==> src/rtl/vic_pkg.sv <==
package vic_pkg;
    localparam int NSRC      = 15;
    localparam int SRC_W     = 4;
    localparam int PC_W      = 16;
    localparam int DW        = 8;
    localparam int DIG_FIRST = 2;
    localparam int DIG_NUM   = 8;
    localparam int GEN_NUM   = NSRC - DIG_NUM;
    localparam int ACK_LEN   = 13;
    localparam int RET_LEN   = 3;
    localparam int CNT_W     = $clog2(ACK_LEN);
    localparam int GIE_BIT   = 0;

    typedef enum logic [1:0] {ST_IDLE, ST_ACK, ST_RET} seq_st_t;
    typedef enum logic [1:0] {
        CFG_GEN_MASK = 2'd0,
        CFG_DIG_MASK = 2'd1,
        CFG_VEC_CLR  = 2'd2
    } cfg_sel_t;

    typedef struct packed {
        logic             valid;
        logic [SRC_W-1:0] num;
    } pick_t;

    // Spread the two mask registers onto one bit per source (bit i = source i+1)
    function automatic logic [NSRC-1:0] expand_mask(input logic [GEN_NUM-1:0] gen,
                                                    input logic [DIG_NUM-1:0] dig);
        logic [NSRC-1:0] m;
        m = '0;
        for (int i = 0; i < NSRC; i++) begin
            if (i + 1 >= DIG_FIRST && i + 1 < DIG_FIRST + DIG_NUM)
                m[i] = dig[i + 1 - DIG_FIRST];
            else if (i + 1 < DIG_FIRST)
                m[i] = gen[i];
            else
                m[i] = gen[i - DIG_NUM];
        end
        return m;
    endfunction

    function automatic logic [PC_W-1:0] vec_of(input logic [SRC_W-1:0] num);
        return PC_W'({num, 2'b00});
    endfunction
endpackage

==> src/rtl/vic_pending.sv <==
module vic_pending
    import vic_pkg::*;
(
    input  logic            clk,
    input  logic            rst,
    input  logic [NSRC-1:0] evt,
    input  logic            clr_all,
    input  logic [NSRC-1:0] clr_one,
    output logic [NSRC-1:0] pend
);
    logic [NSRC-1:0] clr_vec;

    assign clr_vec = clr_all ? '1 : clr_one;

    always_ff @(posedge clk) begin
        if (rst) pend <= '0;
        else     pend <= (pend & ~clr_vec) | evt;
    end

    for (genvar g = 0; g < NSRC; g++) begin : g_chk

        set_wins_chk: assert property (@(posedge clk) disable iff (rst)
            evt[g] |=> pend[g]);
    end
endmodule

==> src/rtl/vic_prio.sv <==
module vic_prio
    import vic_pkg::*;
(
    input  logic [NSRC-1:0] req,
    output pick_t           pick
);
    always_comb begin
        pick = '0;
        for (int i = NSRC - 1; i >= 0; i--) begin
            if (req[i]) begin
                pick.valid = 1'b1;
                pick.num   = SRC_W'(i + 1);
            end
        end
    end
endmodule

==> src/rtl/vic_seq.sv <==
module vic_seq
    import vic_pkg::*;
(
    input  logic             clk,
    input  logic             rst,
    input  logic             irq_req,
    input  logic             ack_start,
    input  logic             reti,
    input  pick_t            pick,
    input  logic [PC_W-1:0]  pc_in,
    input  logic             flag_we,
    input  logic [DW-1:0]    flag_wdata,
    input  logic [DW-1:0]    stk_rdata,
    output logic             busy,
    output logic             ack_take,
    output logic [DW-1:0]    flags,
    output logic             stk_push,
    output logic [DW-1:0]    stk_wdata,
    output logic             stk_pop,
    output logic             pc_load,
    output logic [PC_W-1:0]  pc_load_addr
);
    localparam logic [CNT_W-1:0] ACK_LAST = CNT_W'(ACK_LEN - 1);
    localparam logic [CNT_W-1:0] RET_LAST = CNT_W'(RET_LEN - 1);

    seq_st_t          st;
    logic [CNT_W-1:0] cnt;
    logic [SRC_W-1:0] num_q;
    logic [PC_W-1:0]  pc_q;
    logic [DW-1:0]    flag_q;
    logic [DW-1:0]    pcl_q;
    logic             ret_go;

    assign busy     = (st != ST_IDLE);
    assign ret_go   = (st == ST_IDLE) && reti;
    assign ack_take = (st == ST_IDLE) && ack_start && irq_req && !reti;
    assign flags    = flag_q;

    always_comb begin
        stk_push  = (st == ST_ACK) && (cnt <= CNT_W'(2));
        stk_pop   = (st == ST_RET);
        case (cnt)
            CNT_W'(0): stk_wdata = pc_q[PC_W-1:PC_W-DW];
            CNT_W'(1): stk_wdata = pc_q[DW-1:0];
            default:   stk_wdata = flag_q;
        endcase
        pc_load      = ((st == ST_ACK) && (cnt == ACK_LAST)) ||
                       ((st == ST_RET) && (cnt == RET_LAST));
        pc_load_addr = (st == ST_ACK) ? vec_of(num_q) : {stk_rdata, pcl_q};
    end

    always_ff @(posedge clk) begin
        if (rst) begin
            st     <= ST_IDLE;
            cnt    <= '0;
            num_q  <= '0;
            pc_q   <= '0;
            flag_q <= '0;
            pcl_q  <= '0;
        end else begin
            case (st)
                ST_IDLE: begin
                    if (flag_we) flag_q <= flag_wdata;
                    cnt <= '0;
                    if (ret_go) begin
                        st <= ST_RET;
                    end else if (ack_take) begin
                        st    <= ST_ACK;
                        num_q <= pick.num;
                        pc_q  <= pc_in;
                    end
                end
                ST_ACK: begin
                    if (cnt == CNT_W'(2)) flag_q <= '0;
                    if (cnt == ACK_LAST) st <= ST_IDLE;
                    else                 cnt <= cnt + 1'b1;
                end
                ST_RET: begin
                    if (cnt == CNT_W'(0)) flag_q <= stk_rdata;
                    if (cnt == CNT_W'(1)) pcl_q  <= stk_rdata;
                    if (cnt == RET_LAST) st <= ST_IDLE;
                    else                 cnt <= cnt + 1'b1;
                end
                default: st <= ST_IDLE;
            endcase
        end
    end


    push_pop_excl_chk: assert property (@(posedge clk) disable iff (rst)
        !(stk_push && stk_pop));

    flags_cleared_chk: assert property (@(posedge clk) disable iff (rst)
        (st == ST_ACK && cnt > CNT_W'(2)) |-> (flag_q == '0));

    load_ends_seq_chk: assert property (@(posedge clk) disable iff (rst)
        pc_load |=> !busy);

    start_cause_chk: assert property (@(posedge clk) disable iff (rst)
        $rose(busy) |-> $past(ack_start || reti));
endmodule

==> src/rtl/vec_irq_ctrl.sv <==
module vec_irq_ctrl
    import vic_pkg::*;
(
    input  logic             clk,
    input  logic             rst,
    input  logic [NSRC-1:0]  src_evt,
    input  logic             cfg_we,
    input  logic [1:0]       cfg_sel,
    input  logic [DW-1:0]    cfg_wdata,
    output logic [DW-1:0]    vec_rdata,
    input  logic             flag_we,
    input  logic [DW-1:0]    flag_wdata,
    output logic [DW-1:0]    flags,
    output logic             irq_req,
    input  logic             ack_start,
    input  logic             reti,
    output logic             busy,
    input  logic [PC_W-1:0]  pc_in,
    output logic             pc_load,
    output logic [PC_W-1:0]  pc_load_addr,
    output logic             stk_push,
    output logic [DW-1:0]    stk_wdata,
    output logic             stk_pop,
    input  logic [DW-1:0]    stk_rdata
);
    logic [GEN_NUM-1:0] gen_mask_q;
    logic [DIG_NUM-1:0] dig_mask_q;
    logic [NSRC-1:0]    pend;
    logic [NSRC-1:0]    clr_one;
    logic               clr_all;
    logic               ack_take;
    pick_t              pick;

    always_ff @(posedge clk) begin
        if (rst) begin
            gen_mask_q <= '0;
            dig_mask_q <= '0;
        end else if (cfg_we) begin
            if (cfg_sel == CFG_GEN_MASK) gen_mask_q <= cfg_wdata[GEN_NUM-1:0];
            if (cfg_sel == CFG_DIG_MASK) dig_mask_q <= cfg_wdata[DIG_NUM-1:0];
        end
    end

    assign clr_all = cfg_we && (cfg_sel == CFG_VEC_CLR);
    assign clr_one = ack_take ? (NSRC'(1) << (pick.num - 1'b1)) : '0;

    vic_pending u_pend (
        .clk(clk), .rst(rst), .evt(src_evt),
        .clr_all(clr_all), .clr_one(clr_one), .pend(pend)
    );

    vic_prio u_prio (
        .req(pend & expand_mask(gen_mask_q, dig_mask_q)),
        .pick(pick)
    );

    assign vec_rdata = pick.valid ? DW'({pick.num, 2'b00}) : '0;
    assign irq_req   = pick.valid && flags[GIE_BIT] && !busy;

    vic_seq u_seq (
        .clk(clk), .rst(rst), .irq_req(irq_req), .ack_start(ack_start),
        .reti(reti), .pick(pick), .pc_in(pc_in), .flag_we(flag_we),
        .flag_wdata(flag_wdata), .stk_rdata(stk_rdata), .busy(busy),
        .ack_take(ack_take), .flags(flags), .stk_push(stk_push),
        .stk_wdata(stk_wdata), .stk_pop(stk_pop), .pc_load(pc_load),
        .pc_load_addr(pc_load_addr)
    );


    req_gated_chk: assert property (@(posedge clk) disable iff (rst)
        irq_req |-> (flags[GIE_BIT] && !busy && vec_rdata != '0));
endmodule

==> config.mk <==
export PLATFORM = sky130hd
export DESIGN_NAME = vec_irq_ctrl
export DESIGN_NICKNAME = d
export VERILOG_FILES = /design/src/rtl/vic_pkg.sv /design/src/rtl/vic_pending.sv /design/src/rtl/vic_prio.sv /design/src/rtl/vic_seq.sv /design/src/rtl/vec_irq_ctrl.sv
export SDC_FILE = /design/constraint.sdc
export NUM_CORES = 1
export LEC_CHECK = 0
export CAP_MARGIN = 15
export CORE_MARGIN = 4
export CORE_UTILIZATION = 47
export DETAILED_ROUTE_END_ITERATION = 7
export GPL_TIMING_DRIVEN = 0
export PLACE_DENSITY = 0.8
export SLEW_MARGIN = 20
export SYNTH_ARGS = -nofsm -noshare
export SYNTH_HDL_FRONTEND = slang
export SYNTH_SLANG_ARGS = --single-unit
==> constraint.sdc <==
create_clock -name clk -period 2.9 [get_ports clk]
set_input_delay 0.435 -clock clk [delete_from_list [all_inputs] [get_ports clk]]
set_output_delay 0.435 -clock clk [all_outputs]
set_load 0.005 [all_outputs]
* Word-level counts from Yosys, hierarchy flattened
Index checks and enable logic that the tools add are counted.
Word-level totals: output and inout bits 45, flip-flop bits (word level) 72, input bits 63
Operators by class: bitwise gates (word level) 5, multiplexer cells 32, add/subtract/negate cells 2, equality and inequality tests 15, order comparisons 1, shift operators 1, reductions and logical operators 25
Operators by type and width (count):
- $mux 5 | 15
- $and 15x15->15 | 2
- $mux 15 | 2
- $mux 8 | 3
- $pmux 8 s3 | 1
- $mux 16 | 1
- $pmux 8 s2 | 1
- $not 15->15 | 1
- $or 15x15->15 | 1
- $shl 1x4->15 const A | 1
- $pmux 4 s3 | 1
- $logic_and 1x1->1 | 10
- $ne 2x2->1 const B | 5
- $reduce_and 3->1 | 3
- $mux 2 | 4
- $mux 4 | 2
- $mux 6 | 1
- $pmux 2 s3 | 1
- $reduce_and 2->1 | 3
- $add 4x1->4 const B | 1
- $eq 2x1->1 const B | 2
- $eq 2x2->1 const B | 2
- $eq 4x1->1 const B | 1
- $eq 4x2->1 const B | 1
- other kinds (13) | 16

* Logic depth before layout (Yosys ltp)
Gate-level depths: netlist of the first run.
depth after elaboration 25, gate-level depth with buffers 9, gate-level depth less buffers 8

* By module
From an unflattened synthesis of the first run, not the netlist that was laid out.
Second synthesis, totals: cells, all modules 480, area total of the unflattened synthesis 3852.4 um2
Modules (own cells, without submodules):
- vic_seq | cells each 280, times used 1, area an instance 2183.3 um2
- vec_irq_ctrl | cells each 108, times used 1, area an instance 912.1 um2
- vic_pending | cells each 62, times used 1, area an instance 581.8 um2
- vic_prio | cells each 30, times used 1, area an instance 175.2 um2

* Least setup slack after synthesis of the first run
No wires, ideal clock.
path kind register to register, from reg u_pend.pend[6], to reg u_pend.pend[3], path slack 0.697 ns, stages on the path, launching flop included 8, setup time 0.117 ns, required time 2.783 ns, path buffers 1, arrival 2.085 ns, cells stage by stage dfxtp_1 a22oi_1 and3_1 buf_6 a211o_1 or3_1 or4_1 a32o_1
On the way: longest elaborated chain between the ends 17, elaborated cells between the ends (all ways) 19, those cells by class 1 x add/sub; 1 x shift; 9 x mux; 4 x bitwise; 4 x reduce/logical
Ends and longest elaborated chain:
- start: declaration | RTL line vic_pending.sv:9 | output logic [NSRC-1:0] pend
- start signal: assignment | RTL line vic_pending.sv:17 | else pend <= (pend & ~clr_vec) | evt;
- $and 15x15->15 * | RTL line vec_irq_ctrl.sv:53 | .req(pend & expand_mask(gen_mask_q, dig_mask_q)),
- $mux 5 * (7 in series) | RTL line vic_prio.sv:10 | if (req[i]) begin
- parallel branches: the longest is 4 deep, another holds $sub 4x1->4
- $mux 15 * | RTL line vec_irq_ctrl.sv:45 | assign clr_one = ack_take ? (NSRC'(1) << (pick.num - 1'b1)) : '0;
- $mux 15 * | RTL line vic_pending.sv:13 | assign clr_vec = clr_all ? '1 : clr_one;
- $not 15->15 * | RTL line vic_pending.sv:17
- $and 15x15->15 * | RTL line vic_pending.sv:17
- $or 15x15->15 * | RTL line vic_pending.sv:17
Every way passes the cells marked *. A chain may end at the register's enable or synchronous reset.

* Worst setup path in the final report of the first run
from reg u_seq.cnt[1], to out stk_wdata[0]
On the way: longest elaborated chain between the ends 2, elaborated cells between the ends (all ways) 3, those cells by class 1 x eq/ne; 1 x mux; 1 x reduce/logical
Ends and longest elaborated chain:
- start: declaration | RTL line vic_seq.sv:27 | logic [CNT_W-1:0] cnt;
- start signal: assignment | RTL line vic_seq.sv:76 | else cnt <= cnt + 1'b1;
- start signal: assignment | RTL line vic_seq.sv:82 | else cnt <= cnt + 1'b1;
- $eq 4x1->1 or $logic_not 4->1 (tied branches) | RTL line vic_seq.sv:42 | case (cnt)
- $pmux 8 s2 * | RTL line vic_seq.sv:42
- end: declaration | RTL line vec_irq_ctrl.sv:22 | output logic [DW-1:0] stk_wdata,
Every way passes the cells marked *; elsewhere a longest branch is shown, timed or not.

==> results of run 1 <==
## registers in the layout, indices dropped and copies added, names as in the netlist
| name | cells |
|---|---|
| u_seq.cnt | 4 |
| u_seq.num_q | 4 |
| dig_mask_q | 8 |
| gen_mask_q | 7 |
| u_seq.st | 2 |
| u_seq.pcl_q | 8 |
| u_pend.pend | 15 |
| u_seq.flags | 8 |
| u_seq.pc_q | 16 |
## Yosys cell counts (all sizes together), types with 2 or more instances
cell / instances
a211oi: 3
a21oi: 37
a222oi: 2
a22o: 5
a22oi: 12
a311oi: 8
a31oi: 6
a32o: 7
a41oi: 2
and2: 8
and3: 3
buf: 9
clkbuf: 21
dfxtp: 72
ha: 8
inv: 15
mux2: 4
mux2i: 15
nand2: 90
nand2b: 8
nand3: 17
nand3b: 3
nand4: 3
nor2: 36
nor2b: 14
nor3: 5
nor3b: 2
nor4b: 2
o211ai: 5
o21a: 3
o21ai: 6
or2: 2
or3: 2
## placed cells by master (no fill, tap or decap), drive strengths merged, types with 4 or more instances in the layout
master,n
a21oi,37
a22o,5
a22oi,12
a311oi,8
a31oi,6
a32o,7
and2,8
buf,10
clkbuf,30
clkdlybuf4s50,102
conb,4
dfxtp,72
ha,8
inv,16
mux2,4
mux2i,15
nand2,90
nand2b,8
nand3,17
nor2,36
nor2b,14
nor3,5
o211ai,5
o21ai,6
## stage by stage
stage	setup WS, ps	instances	instance area, µm²	hold slack (ps)
floorplan	697	454	3620	432
global placement	197	655	4770	438
detailed placement	150	655	4770	447
CTS	11.1	671	5020	457
global route	-37.7	672	5050	471
finish	81.3	672	5050	458
## cell type report
| type | instances | area share |
|---|---|---|
| multi-input combinational | 336 | 0.398 |
| sequential | 72 | 0.285 |
| timing repair buffer | 103 | 0.204 |
| buffer | 30 | 0.0282 |
| clock buffer | 9 | 0.0245 |
| tap | 99 | 0.0245 |
| clock inverter | 7 | 0.0238 |
| inverter | 16 | 0.0124 |
## where the power goes
part	total (W)	switching [W]	internal [W]
Sequential	0.00110	0.0000534	0.00104
Clock	0.000960	0.000388	0.000572
Combinational	0.000533	0.000263	0.000269
Total	0.00259	0.000705	0.00188
## what timing repair did
item | 4_1_cts | 5_1_grt
pin swaps | 0 | 2
resized for setup | 5 | 11
setup endpoints to repair | 10 | 22
setup buffers | 0 | 1
cloned | 0 | 0
## layer usage
| layer | up-vias | routed length, µm | track usage | part of all wire |
|---|---|---|---|---|
| met3 | 14 | 805 | 0.0489 | 0.070 |
| met4 | 0 | 160 | 0.0853 | 0.014 |
| met5 | - | 0 | 0 | 0 |
| met1 | 1815 | 4940 | 0.338 | 0.43 |
| met2 | 162 | 5630 | 0.416 | 0.49 |
| li1 | 1813 | - | - | - |
## how the worst max path moves through the flow
stage	start	end	slack, ps	cells after the start
floorplan	u_pend.pend[6]	u_pend.pend[3]	700	7
global placement	reti	u_pend.pend[7]	200	7
detailed placement	reti	u_pend.pend[7]	150	7
CTS	u_seq.cnt[0]	stk_wdata[0]	10	7
global route	u_seq.cnt[1]	stk_wdata[0]	-40	7
finish	u_seq.cnt[1]	stk_wdata[0]	80	7
## logic make-up after synthesis
| group | count (synthesis) |
|---|---|
| and+or+nand+nor | 196 |
| AOI/OAI and AO/OA | 109 |
| DFF | 72 |
| buffers and inverters | 46 |
| muxes | 19 |
| adders and majority gates | 8 |
| other | 1 |
## worst reg2reg max path, cell delays in order (launching register included)
cell and delay (ps):
dfxtp_1 360, a222oi_1 410, buf_4 180, nand3_1 90, nor3_1 670, nand2b_1 220
or3_1 370, a32o_1 260
==> results.json, run 1 <==
{
  "synth_top_cell_by_area": "dfxtp_1",
  "min_path_type": "register to register",
  "critical_path_required_ps": 2470,
  "rr_worst_depth": 7,
  "ys_top_cells_by_area": "dfxtp_1 40%, nand2_1 9.4%, a21oi_1 5.1%, mux2i_1 4.2%, nor2_1 3.7%",
  "path_max_fanout": 10,
  "synth_top_area_frac": 0.399,
  "num_rows": 31,
  "synth_compound_gate_area_share": 0.214,
  "powerDensity_mw_per_mm2": 512,
  "fin_crit_sh": 0.972,
  "wl_per_cell_um": 17.2,
  "slowest_stage": "clkdlybuf4s50_1",
  "io_pins": 108,
  "synthSimpleGateAreaFrac": 0.250,
  "syn_to_final_growth_pct": 40.0,
  "cp-end-kind": "output port",
  "grt_max_degree": 14,
  "initial_core_util": 0.490,
  "min_from": "u_seq.pcl_q[5]",
  "hold_end": "u_seq.pcl_q[5]",
  "layout_min_cycle_time_ps": 2820,
  "drt-initial-drc-count": 220,
  "ys_seq_area_frac": 0.399,
  "critPathKind": "register to output port",
  "synth_top_family_by_area": "simple AND/OR/NAND/NOR gates",
  "dieWidth_um": 95.6,
  "ctsHoldBuffers": 0,
  "dieArea_mm2": 0.00915,
  "r2r_start": "dig_mask_q[0]",
  "muxShareOfSynthArea": 0.0541,
  "hold_depth": 2,
  "tns_ps": 0,
  "worst_skew_pair.late_latency_ps": 360,
  "wl_um": 11500,
  "cap_viol_max_count": 0,
  "cts_root_buf": "clkbuf_8",
  "cp-start-kind": "register",
  "antenna_found_initial": 0,
  "fin_nets": 639,
  "ys_warn_count": 0,
  "drc": 0,
  "cp_cell_sequence": "inv_1 -> ha_1 -> and2_1 -> clkbuf_2 -> nor3_2 -> a221o_1 -> clkdlybuf4s50_1",
  "grt-ovfl-total": 0,
  "multi_input_area_mm2": 0.00201,
  "drive_gt1_frac": 0.0785,
  "final_util": 0.686,
  "final.fill_count": 633,
  "ys_types": 53,
  "diodes": 0,
  "cts_made_buffers": 9,
  "crit_family": "buffers and inverters",
  "path_clk_slew_ps": 70,
  "gp_congestion": 0.960,
  "irDropWorstVdd_v": 0.000369,
  "outcome": "finished, final reports clean",
  "fin_worst_skew_ps": 9.90,
  "synth_edf_count": 0,
  "slowest_delay_ps": 500,
  "crit_arrival_ps": 2380,
  "clock_path_buffers": 2,
  "crit_buf_inv": 3,
  "viasPerCell": 5.66,
  "grt_pass1_vias": 3631,
  "slew_viol_final": 0,
  "core-area_mm2": 0.00737,
  "ant_nets": 0,
  "synth_fa_ha_area_frac": 0.0277,
  "grt_pass1_wl_um": 18000,
  "drtPass1Iterations": 6,
  "timing.rr.end": "u_pend.pend[7]",
  "numPortBuffers": 102,
  "cts_tree": "built",
  "hpwl_um": 8800,
  "power_w": 0.00259,
  "power.leakage_nw": 1.94,
  "vias": 3804,
  "netlist_area_mm2": 0.00361,
  "cts_max_level": 3,
  "hold_violations": 0,
  "setup_violations": 0,
  "rrSetupSlack_ps": 260,
  "grt_usage": 0.255,
  "seqCellArea_mm2": 0.00144,
  "maxSlewHeadroom": 0.407,
  "cts.sinks": 72,
  "synth_xor_area_frac": 0,
  "synth_cells": 451,
  "synth_seq_cells": 72,
  "die_height_um": 95.6,
  "tightest_slew_ps": 888,
  "fmax_ghz": 0.355,
  "ys.flop_type": "dfxtp_1",
  "avgSynthCellArea_um2": 8.00,
  "async_flop_share": 0
}
(Power assumes the default switching activity.)
==> run 2: changes to the inputs <==
--- a/config.mk
+++ b/config.mk
@@ -6,9 +6,9 @@
 export NUM_CORES = 1
 export LEC_CHECK = 0
 export CAP_MARGIN = 15
-export CORE_MARGIN = 4
 export CORE_UTILIZATION = 47
 export DETAILED_ROUTE_END_ITERATION = 7
+export GPL_ROUTABILITY_DRIVEN = 0
 export GPL_TIMING_DRIVEN = 0
 export PLACE_DENSITY = 0.8
 export SLEW_MARGIN = 20
==> run 2 against run 1 <==
Effect of this change:
- final area decreased by 0.30%
- non-clock buffer count increased by 3
- first-iteration DRC count grew 55%
- critical path depth shrank 1
- die area fell by 12%
- sequential share of layout area rose by 0.085 points
- combinational power about the same
- clock power down 9.1%
==> results.json, run 2 (same netlist as run 1, synthesis figures left out) <==
{
  "ctsHoldBuffers": 0,
  "grt-ovfl-total": 0,
  "antenna_found_initial": 0,
  "ant_nets": 0,
  "rr_worst_depth": 7,
  "cts_tree": "built",
  "drtPass1Iterations": 5,
  "wl_per_cell_um": 16.3,
  "p_clk_frac": 0.349,
  "cap_viol_max_count": 0,
  "layout_min_cycle_time_ps": 2790,
  "power_switching_w": 0.000701,
  "die_height_um": 89.6,
  "endpoint": "pc_load",
  "power_w": 0.00250,
  "p_int_w": 0.00180,
  "drive_gt1_frac": 0.0764,
  "tns_ps": 0,
  "drt-initial-drc-count": 342,
  "crit_arrival_ps": 2360,
  "cp-end-kind": "output port",
  "critical_path_required_ps": 2470,
  "hold_depth": 2,
  "tightest_slew_ps": 802,
  "num_rows": 31,
  "largest-register": "u_seq.pc_q",
  "r2r_start": "u_pend.pend[1]",
  "crit_family": "buffers and inverters",
  "powerDensity_mw_per_mm2": 497,
  "slowest_stage": "clkdlybuf4s50_1",
  "worst_skew_pair.late_latency_ps": 350,
  "dieArea_mm2": 0.00803,
  "fin_cells": 675,
  "placedCellCount": 655,
  "path_clk_slew_ps": 80,
  "clock_path_buffers": 2,
  "cp_cell_sequence": "inv_1 -> ha_1 -> clkbuf_1 -> and3_1 -> a22o_1 -> clkdlybuf4s50_1",
  "pwr-share-seq": 0.437,
  "syn_to_final_growth_pct": 39.6,
  "critPathKind": "register to output port",
  "power.leakage_nw": 1.93,
  "numPortBuffers": 102,
  "final_cell_mix": "102 x clkdlybuf4s50_1, 90 x nand2_1, 71 x dfxtp_1",
  "viasPerCell": 5.73,
  "final_common_cell": "clkdlybuf4s50_1",
  "fmax_ghz": 0.358,
  "fin_nets": 642,
  "drc": 0,
  "diodes": 0,
  "io_pins": 108,
  "cts_max_level": 3,
  "largest_reg_flops": 16,
  "swShare": 0.280,
  "wl_um": 11000,
  "worst-path-stages": 6,
  "grt_pass1_vias": 3462,
  "hpwl_um": 8090,
  "startpoint": "u_seq.st[1]",
  "grt_usage": 0.279,
  "pwr-share-comb": 0.214,
  "grt_max_degree": 14,
  "grt_pass1_wl_um": 16900,
  "seqCellArea_mm2": 0.00144,
  "path_max_fanout": 10,
  "final.fill_count": 592,
  "slowest_delay_ps": 500,
  "setup_violations": 0,
  "min_path_type": "register to register",
  "multi_input_area_mm2": 0.00200,
  "outcome": "finished, final reports clean",
  "slew_viol_final": 0,
  "vias": 3867,
  "initial_core_util": 0.492,
  "top_regs": "u_seq.pc_q: 16 flops, u_pend.pend: 15 flops",
  "cts_root_buf": "clkbuf_8",
  "fin_crit_sh": 0.963,
  "cts.sinks": 72,
  "dieWidth_um": 89.6,
  "core-area_mm2": 0.00733,
  "timing.rr.end": "u_pend.pend[7]",
  "irDropWorstVdd_v": 0.000296,
  "crit_buf_inv": 3,
  "maxSlewHeadroom": 0.461,
  "rsz0062_at_grt": "no",
  "rrSetupSlack_ps": 230,
  "cts_made_buffers": 9,
  "hold_violations": 0,
  "cp-start-kind": "register",
  "fin_worst_skew_ps": 12.2
}
==> run 2: cell types whose count changed in the layout (fill, tap and decap cells not counted), sizes merged <==
cell / change
clkbuf: -2
clkinv: +2
buf: +5
inv: -1
bufinv: -1
==> run 2: metrics by stage <==
stage / util / hold slack, ps / worst slack (ps) / area, µm²
after floorplan: - / 432 / 697 / 3620
after global placement: 0.650 / 439 / 242 / 4770
after detailed placement: 0.650 / 442 / 200 / 4770
after CTS: 0.682 / 453 / 59.3 / 5000
after global routing: 0.687 / 474 / 6.20 / 5040
final: 0.687 / 453 / 108 / 5040
==> run 2: cell type report <==
| type | count | area share |
|---|---|---|
| sequential | 72 | 0.286 |
| clock buffer | 9 | 0.0246 |
| tap | 99 | 0.0246 |
| multi-input combinational | 336 | 0.396 |
| timing repair buffer | 106 | 0.209 |
| buffer | 30 | 0.0281 |
| clock inverter | 7 | 0.0191 |
| inverter | 16 | 0.0127 |
==> run 2: how the worst min path moves through the flow <==
stage / startpoint / to
3_3_place_gp: u_seq.pcl_q[0] / u_seq.pcl_q[0]
6_report: u_seq.pcl_q[7] / u_seq.pcl_q[7]
3_5_place_dp: u_seq.pcl_q[7] / u_seq.pcl_q[7]
4_1_cts: u_seq.pcl_q[7] / u_seq.pcl_q[7]
5_1_grt: u_seq.pc_q[7] / u_seq.pc_q[7]
2_1_floorplan: u_seq.pcl_q[0] / u_seq.pcl_q[0]
==> run 2: repair_timing <==
action                                  in CTS  in global routing
gates resized for setup                      5                  7
pin swaps                                    0                  2
endpoints found under the setup margin       9                 20
buffers inserted                             0                  4
==> run 2: tightest hold or removal path, delay by kind of cell, from the launching register on <==
kind,cells,cell delay [ps]
simple gates,1,50
flops,1,310
compound gates,1,50
==> run 2: power by group through the flow <==
stage	combinational, W	clock (W)	sequential, W
2_1_floorplan	0.000255	0	0.00110
3_3_place_gp	0.000504	0	0.00111
3_5_place_dp	0.000511	0	0.00112
4_1_cts	0.000519	0.000885	0.00109
5_1_grt	0.000581	0.000936	0.00110
6_report	0.000535	0.000873	0.00109
==> run 2: routing by layer <==
metal	track usage	share of wire	vias up
li1	-	-	1829
met3	0.0521	0.078	22
met1	0.384	0.43	1813
met4	0.0981	0.021	0
met5	0	0	-
met2	0.439	0.47	203
==> run 3: changes to the inputs <==
--- a/config.mk
+++ b/config.mk
@@ -6,11 +6,11 @@
 export NUM_CORES = 1
 export LEC_CHECK = 0
 export CAP_MARGIN = 15
-export CORE_UTILIZATION = 47
+export CORE_UTILIZATION = 51
 export DETAILED_ROUTE_END_ITERATION = 7
 export GPL_ROUTABILITY_DRIVEN = 0
 export GPL_TIMING_DRIVEN = 0
-export PLACE_DENSITY = 0.8
+export PLACE_DENSITY = 0.86
 export SLEW_MARGIN = 20
 export SYNTH_ARGS = -nofsm -noshare
 export SYNTH_HDL_FRONTEND = slang
==> constraint.sdc (replaced) <==
create_clock -name clk -period 3.5 [get_ports clk]
set_input_delay 0.525 -clock clk [delete_from_list [all_inputs] [get_ports clk]]
set_output_delay 0.525 -clock clk [all_outputs]
set_load 0.005 [all_outputs]
==> run 3 against run 2 <==
Effect of this change:
- die area decreased by 7.7%
- register-to-register slack improved by 670 ps
- power decreased by 13%
- sequential cell count unchanged
- final area decreased by 0.50%
- utilization increased by 4.7 points
- sequential power decreased by 17%
- non-clock buffer count decreased by 4
- global-route usage increased by 3.7 points
- worst setup slack improved by 210 ps
- clock-buffer cell count unchanged
- highest routed layer unchanged
==> results.json, run 3 (same netlist as run 1, synthesis figures left out) <==
{
  "cts_max_level": 3,
  "cts_made_buffers": 9,
  "clock_path_buffers": 2,
  "drive_gt1_frac": 0.0559,
  "cts.sinks": 72,
  "rsz0062_at_grt": "no",
  "cts_root_buf": "clkbuf_8",
  "diodes": 0,
  "path_max_fanout": 10,
  "fin_crit_sh": 0.908,
  "drt-initial-drc-count": 416,
  "timing.rr.end": "u_pend.pend[7]",
  "die_height_um": 86.1,
  "power_w": 0.00217,
  "core-area_mm2": 0.00683,
  "power.leakage_nw": 1.92,
  "numPortBuffers": 102,
  "fin_nets": 638,
  "antenna_found_initial": 0,
  "ctsHoldBuffers": 0,
  "grt_usage": 0.316,
  "critPathKind": "register to output port",
  "fmax_ghz": 0.315,
  "final.fill_count": 543,
  "cap_viol_max_count": 0,
  "cp_cell_sequence": "inv_1 -> ha_1 -> and2_1 -> clkbuf_1 -> nor2_1 -> nand2_1 -> nand2_1 -> clkdlybuf4s50_1",
  "num_rows": 30,
  "slew_viol_final": 0,
  "hold_end": "u_seq.pcl_q[3]",
  "crit_arrival_ps": 2650,
  "hold_depth": 2,
  "grt_max_degree": 15,
  "syn_to_final_growth_pct": 38.9,
  "crit_top_cell": "nand2_1",
  "outcome": "finished, final reports clean",
  "worst_skew_pair.late_latency_ps": 360,
  "cp-start-kind": "register",
  "rr_worst_depth": 6,
  "initial_core_util": 0.528,
  "worst-path-stages": 8,
  "largest_reg_flops": 16,
  "powerDensity_mw_per_mm2": 433,
  "final_common_cell": "clkdlybuf4s50_1",
  "slowest_delay_ps": 500,
  "drtPass1Iterations": 5,
  "maxSlewHeadroom": 0.490,
  "r2r_start": "u_pend.pend[1]",
  "post_cts_buffers": 0,
  "largest-register": "u_seq.pc_q",
  "setup_violations": 0,
  "critical_path_required_ps": 2970,
  "drc": 0,
  "irDropWorstVdd_v": 0.000259,
  "path_clk_slew_ps": 80,
  "grt_pass1_vias": 3818,
  "cts_tree": "built",
  "wl_per_cell_um": 16.8,
  "rrSetupSlack_ps": 900,
  "viasPerCell": 5.83,
  "min_path_type": "register to register",
  "cp-end-kind": "output port",
  "crit_family": "buffers and inverters",
  "cts.repair.resized": 0,
  "dieWidth_um": 86.1,
  "ant_nets": 0,
  "grt_pass1_wl_um": 18100,
  "dieArea_mm2": 0.00742,
  "fin_worst_skew_ps": 11.1,
  "hpwl_um": 8280,
  "final_cell_mix": "102 x clkdlybuf4s50_1, 90 x nand2_1, 72 x dfxtp_1",
  "tightest_slew_ps": 763,
  "top_regs": "u_seq.pc_q: 16 flops, u_pend.pend: 15 flops",
  "tns_ps": 0,
  "hold_violations": 0,
  "whs_ps": 461,
  "slowest_stage": "clkdlybuf4s50_1",
  "crit_buf_inv": 3,
  "min_from": "u_seq.pcl_q[3]",
  "grt-ovfl-total": 0,
  "io_pins": 108,
  "wl_um": 11200,
  "vias": 3897,
  "layout_min_cycle_time_ps": 3180
}
run 3: cell count changes in the layout (fill, tap and decap cells not counted), moves of 2 or more:
cell	previous run	this run
buf_2	3	1
clkinv_2	2	0
clkbuf_1	17	21
clkbuf_2	2	0
buf_4	8	4
run 3: metrics by stage:
step           instances  area (µm²)  worst slack [ps]  utilization
2_1_floorplan        454        3620              1300            -
3_3_place_gp         652        4760               803        0.697
3_5_place_dp         652        4760               763        0.697
4_1_cts              668        5010               349        0.734
5_1_grt              668        5010              97.9        0.734
6_report             668        5010               322        0.734
run 3: how the worst max path moves through the flow:
stage,startpoint,endpoint,slack [ps]
6_report,u_seq.cnt[0],stk_wdata[1],320
5_1_grt,u_seq.cnt[2],stk_wdata[6],100
2_1_floorplan,u_pend.pend[6],u_pend.pend[3],1300
3_3_place_gp,reti,u_pend.pend[7],800
3_5_place_dp,u_seq.cnt[0],stk_wdata[7],760
4_1_cts,u_seq.cnt[0],stk_wdata[7],350
run 3: layer usage:
metal / share of wire / GRT usage
met2: 0.48 / 0.529
met1: 0.41 / 0.392
met3: 0.083 / 0.0587
met5: 0 / 0
met4: 0.033 / 0.150
run 3: tightest hold or removal path: cells and delay by family (launching register included):
kind / cells / cell delay [ps]
flops: 1 / 320
simple gates: 1 / 50
compound gates: 1 / 50
run 3: where the power goes:
part           total, W  internal [W]  switching, W
Sequential     0.000909      0.000863     0.0000455
Clock          0.000826      0.000483      0.000343
Combinational  0.000434      0.000219      0.000214
run 3: cell type report:
cell class	count	area (µm²)	area share
well taps	96	120	0.0240
clock inverters	7	128	0.0255
clock buffers	9	124	0.0247
flip-flops and latches	72	1440	0.287
multi-input cells	336	1980	0.396
plain buffers	30	136	0.0272
repair buffers	102	1020	0.204
inverters	16	60.1	0.0120
